<file path="src/rtl/iram_csel_pkg.sv">
package iram_csel_pkg;
  localparam int REG_W    = 16;
  localparam int BASE_W   = 5;
  localparam int BASE_LSB = 11;
  localparam int SHOW_BIT = 10;
  localparam int EN_BIT   = 9;
  localparam int RSV_W    = 9;

  typedef struct packed {
    logic [BASE_W-1:0] base;
    logic              show;
    logic              en;
  } ctrl_t;
endpackage

</file>
<file path="src/rtl/iram_csel_ctrl.sv">
module iram_csel_ctrl
  import iram_csel_pkg::*;
(
  input  logic             clk,
  input  logic             rst,
  input  logic             wr_en,
  input  ctrl_t            wr_val,
  output ctrl_t            cur,
  output logic [REG_W-1:0] rd_val
);
  logic [BASE_W-1:0] base_q;
  logic              show_q;
  logic              en_q;

  // show and enable have a defined reset value
  always_ff @(posedge clk) begin
    if (rst) begin
      show_q <= 1'b0;
      en_q   <= 1'b0;
    end else if (wr_en) begin
      show_q <= wr_val.show;
      en_q   <= wr_val.en;
    end
  end

  // the base field is left unreset on purpose
  always_ff @(posedge clk) begin
    if (!rst && wr_en) begin
      base_q <= wr_val.base;
    end
  end

  assign cur    = '{base: base_q, show: show_q, en: en_q};
  assign rd_val = {base_q, show_q, en_q, {RSV_W{1'b1}}};
endmodule

</file>
<file path="src/rtl/iram_csel_pinlatch.sv">
module iram_csel_pinlatch (
  input  logic clk,
  input  logic rst,
  input  logic pin,
  output logic pin_q
);
  // tracks the pin while reset is held; the last reset edge wins
  always_ff @(posedge clk) begin
    if (rst) begin
      pin_q <= pin;
    end
  end
endmodule

</file>
<file path="src/rtl/iram_csel_match.sv">
module iram_csel_match #(
  parameter int W = 5
) (
  input  logic [W-1:0] addr_hi,
  input  logic [W-1:0] base,
  output logic         hit
);
  logic [W-1:0] bit_eq;

  for (genvar i = 0; i < W; i++) begin : g_bit
    assign bit_eq[i] = ~(addr_hi[i] ^ base[i]);
  end

  assign hit = &bit_eq;
endmodule

</file>
<file path="src/rtl/iram_csel_drive.sv">
module iram_csel_drive #(
  parameter int DATA_W = 16
) (
  input  logic              oe,
  input  logic [DATA_W-1:0] din,
  output logic [DATA_W-1:0] dout
);
  localparam int LANES = DATA_W / 8;

  // every byte lane is driven, whichever lanes the access uses
  for (genvar l = 0; l < LANES; l++) begin : g_lane
    assign dout[l*8 +: 8] = oe ? din[l*8 +: 8] : 8'h00;
  end
endmodule

</file>
<file path="src/rtl/iram_csel.sv">
module iram_csel
  import iram_csel_pkg::*;
#(
  parameter int ADDR_W = 20,
  parameter int DATA_W = 16
) (
  input  logic              clk,
  input  logic              rst,
  input  logic              sr_pin,
  input  logic              reg_we,
  input  logic [REG_W-1:0]  reg_wdata,
  output logic [REG_W-1:0]  reg_rdata,
  input  logic              cyc_valid,
  input  logic [ADDR_W-1:0] cyc_addr,
  input  logic              cyc_read,
  input  logic [DATA_W-1:0] ram_rdata,
  output logic              ram_sel,
  output logic              ram_ready,
  output logic              ext_oe,
  output logic [DATA_W-1:0] ext_data
);
  localparam int WIN_LSB = ADDR_W - BASE_W;

  ctrl_t wr_val;
  ctrl_t cur;
  logic  pin_q;
  logic  win_hit;
  logic  show_act;
  logic  unused_bits;

  assign wr_val = '{base: reg_wdata[REG_W-1:BASE_LSB],
                    show: reg_wdata[SHOW_BIT],
                    en:   reg_wdata[EN_BIT]};
  assign unused_bits = ^{reg_wdata[RSV_W-1:0], cyc_addr[WIN_LSB-1:0]};

  iram_csel_ctrl u_ctrl (
    .clk    (clk),
    .rst    (rst),
    .wr_en  (reg_we),
    .wr_val (wr_val),
    .cur    (cur),
    .rd_val (reg_rdata)
  );

  iram_csel_pinlatch u_pin (
    .clk   (clk),
    .rst   (rst),
    .pin   (sr_pin),
    .pin_q (pin_q)
  );

  iram_csel_match #(.W(BASE_W)) u_match (
    .addr_hi (cyc_addr[ADDR_W-1:WIN_LSB]),
    .base    (cur.base),
    .hit     (win_hit)
  );

  assign show_act  = pin_q | cur.show;
  assign ram_sel   = cyc_valid & cur.en & win_hit;
  assign ram_ready = ram_sel;
  assign ext_oe    = ram_sel & cyc_read & show_act;

  iram_csel_drive #(.DATA_W(DATA_W)) u_drive (
    .oe   (ext_oe),
    .din  (ram_rdata),
    .dout (ext_data)
  );
endmodule

</file>
<file path="config.mk">
export PLATFORM = sky130hd
export DESIGN_NAME = iram_csel
export DESIGN_NICKNAME = d
export VERILOG_FILES = /design/src/rtl/iram_csel_pkg.sv /design/src/rtl/iram_csel_ctrl.sv /design/src/rtl/iram_csel_pinlatch.sv /design/src/rtl/iram_csel_match.sv /design/src/rtl/iram_csel_drive.sv /design/src/rtl/iram_csel.sv
export SDC_FILE = /design/constraint.sdc
export NUM_CORES = 1
export LEC_CHECK = 0
export ABC_AREA = 1
export BUFFER_PORTS_ARGS = -buffer_cell sky130_fd_sc_hd__buf_4
export CORE_AREA = 10 10 59 61
export DETAILED_ROUTE_END_ITERATION = 8
export DIE_AREA = 0 0 69 71
export PLACE_DENSITY = 0.84
export SETUP_SLACK_MARGIN = 0.15
export SKIP_CTS_REPAIR_TIMING = 1
export SLEW_MARGIN = 10
export SYNTH_ARGS = -nofsm -noshare
export SYNTH_HDL_FRONTEND = slang
export SYNTH_HIERARCHICAL = 1
export SYNTH_SLANG_ARGS = --single-unit
</file>
<file path="constraint.sdc">
create_clock -name clk -period 1.4 [get_ports clk]
set_input_delay 0.07 -clock clk [delete_from_list [all_inputs] [get_ports clk]]
set_output_delay 0.07 -clock clk [all_outputs]
set_load 0.005 [all_outputs]
</file>
==> impl_metrics.yaml <==
timing:
  finClkSkew_ns: 0
  worst_slack_ns: -0.328
  min_period_over_period: 1.23
  final-setup-viol-count: 19
  rsz0062_at_grt: "true"
  hold_ws_ns: 0.0363
  hold_violations: 0
  fin_crit_ns: 1.73
  max_freq_mhz: 579
  timing.final.max_slew_violations: 0
run_status:
  violations: "setup timing"
  outcome: "complete, but fails checks"
critical_path:
  cp_max_fo: 8
  timing.critical_path.mode_cell: "nand2_1"
  crit_path_end_kind: "output port"
  crit_path_start_kind: "flip-flop"
  crit_family: "simple AND/OR/NAND/NOR gates"
  cp.buffers_inverters: 4
  timing.rr.start: "u_ctrl/en_q$_SDFFE_PP0P_"
  cpPeakStageDelay_ns: 0.41
  r2r-end: "u_ctrl/en_q$_SDFFE_PP0P_"
  worst-r2r-cell-count: 2
  rrSetupSlack_ns: 0.83
  path_cells: "inv_1 -> nand2_1 -> nand2_1 -> nand3_2 -> nor2_2 -> nand3_2 -> nor2_4 -> clkbuf_16 -> nand2_1 -> inv_1 -> buf_4"
  cp_slowest_cell: "edfxtp_1"
  cp.required_ns: 1.33
  crit_arrival_ns: 1.66
  worstSetupPathType: "reg -> out"
clock_network:
  ctsRootBufferMaster: "clkbuf_4"
  clk_pin_slew_ns: 0.05
  clock-sinks: 8
  cts.path.max_buffers: 2
  clock_latency_ns: 0.25
  ctsHtreeMaxLevel: 1
  cts_buffers: 3
  cts_tree: "built"
drt:
  viasPerCell: 3.59
  drc: 0
  antenna_left: 0
  wire_per_inst_um: 11.2
  drtPass1Iterations: 4
  totalWireLength_um: 2110
  vias: 674
  first_iter_violations: 14
synthesis:
  synthArstFlopShare: 0
  yosysUniqueCellTypes: 13
  yosysTopAreaCellShare: 0.268
  synth_most_common_cell: "inv_1"
  syn-cell-area_sq_um: 673
  ys_seq_elements: 8
  yosys-top-cells-area: "edfxtp_1, buf_4, inv_1, nand2_1, dfxtp_1"
  netlist_instances: 95
  synth-edff-count: 6
  synth.avg_cell_area_sq_um: 7.09
  netlist.top_cell.by_area: "edfxtp_1"
  synth_common_cells: "inv_1, nand2_1, buf_4, nor2_1, edfxtp_1"
  yosysWarnings: 6
  ys.flop_type: "edfxtp_1"
  yosysSeqAreaShare: 0.327
die:
  coreArea_sq_um: 2390
  io_pins: 93
  dieArea_sq_um: 4900
  rows: 18
  die_w_um: 69
  start_util: 0.282
  die_h_um: 71
power:
  power.density_nw_per_um2: 524
  seqPwrFrac: 0.449
  switching_share: 0.222
  clkPwrFrac: 0.287
  p_int_uw: 492
  p_switching_uw: 140
  p_leak_uw: 0.000750
  pwr-share-comb: 0.264
  ir_drop_v: 0.000494
  p_total_uw: 632
global_routing:
  grt_use_total: 0.0747
  antenna_found_initial: 0
  grt_start_max_net_pins: 18
  grt_overflow: 0
  grt_pass1_vias: 676
  grt_pass1_wl_um: 3130
finish:
  fin_util: 0.505
  diodes: 0
  drive_above_1_share: 0.538
  syn_to_final_growth_pct: 79.2
  stdcell_area_sq_um: 1210
  fin_nets: 217
job:
  maxCapViolations: 0
placed_design:
  place_hpwl_um: 1720
  gp_congestion: 0.652
  placed_area_sq_um: 1050
  io_buffers: 59
hold_path:
  min_from: "rst"
  holdPathStages: 1
  min_path_type: "in -> reg"
  hold_end: "u_pin/pin_q$_DFFE_PP_"
## layout make-up
cell class | count | area (sq um)
Fill cell | 226 | 1180
Multi-Input combinational cell | 49 | 243
Clock buffer | 4 | 26.3
Timing Repair Buffer | 72 | 586
Inverter | 25 | 93.8
Tap cell | 30 | 37.5
Sequential cell | 8 | 220
## registers in the layout (all words and copies together) (netlist names)
register and count:
u_ctrl/base_q 5, u_ctrl/en_q 1, u_ctrl/show_q 1, u_pin/pin_q 1
## placed cells by master (no fill, tap or decap), drive strengths merged
cell type / Yosys / final
xnor2: 3 / 3
nand3: 2 / 2
dlygate4sd3: 0 / 6
buf: 21 / 65
inv: 25 / 25
o21ai: 1 / 1
nor2: 7 / 7
edfxtp: 6 / 6
nand2: 27 / 27
dfxtp: 2 / 2
clkbuf: 0 / 5
conb: 1 / 9
## worst reg2reg max path: stages (launching register included)
cell and delay (ns):
dfxtp_1 0.32, nor2_1 0.10, nor2_1 0.05
## worst max-delay path by stage
stage / startpoint / endpoint / slack (ns) / cells past startpoint
after global placement: u_ctrl/base_q[4]$_DFFE_PP_ / ext_data[0] / -0.03 / 11
after CTS: u_ctrl/base_q[4]$_DFFE_PP_ / ext_data[14] / -0.33 / 11
after floorplan: u_ctrl/base_q[1]$_DFFE_PP_ / ext_data[0] / 0.08 / 11
after detailed placement: u_ctrl/base_q[4]$_DFFE_PP_ / ext_data[14] / -0.05 / 11
after global routing: u_ctrl/base_q[4]$_DFFE_PP_ / ext_data[6] / -0.47 / 11
final: u_ctrl/base_q[4]$_DFFE_PP_ / ext_data[5] / -0.33 / 11
## through the flow
step | TNS [ns] | std cells | setup slack [ns]
CTS | -5.59 | 179 | -0.330
floorplan | 0 | 103 | 0.0844
detailed placement | -0.578 | 175 | -0.0475
finish | -5.42 | 188 | -0.328
global route | -8.22 | 188 | -0.470
global placement | -0.309 | 175 | -0.0298
## logic make-up (layout without fill, tap and decap cells)
group / Yosys count / count (layout) / synth area share
other: 1 / 9 / 0.00557
and+or+nand+nor: 36 / 36 / 0.223
xor gates and xnor gates: 3 / 3 / 0.0390
buffers and inverters: 46 / 101 / 0.398
AOI/OAI and AO/OA: 1 / 1 / 0.00743
DFF: 8 / 8 / 0.327
## routing by layer
metal | track usage | routed length [um]
met2 | 0.128 | 1110
met5 | 0 | 0
met3 | 0.0279 | 192
met1 | 0.0801 | 808
met4 | 0.0336 | 0
## power by group through the flow
stage,clock [uW],sequential [uW],combinational (uW)
global route,208,285,184
floorplan,0,286,78.8
finish,181,284,167
global placement,0,288,140
detailed placement,0,288,142
CTS,192,283,143
No activity file was read; power rests on OpenSTA's default activity.
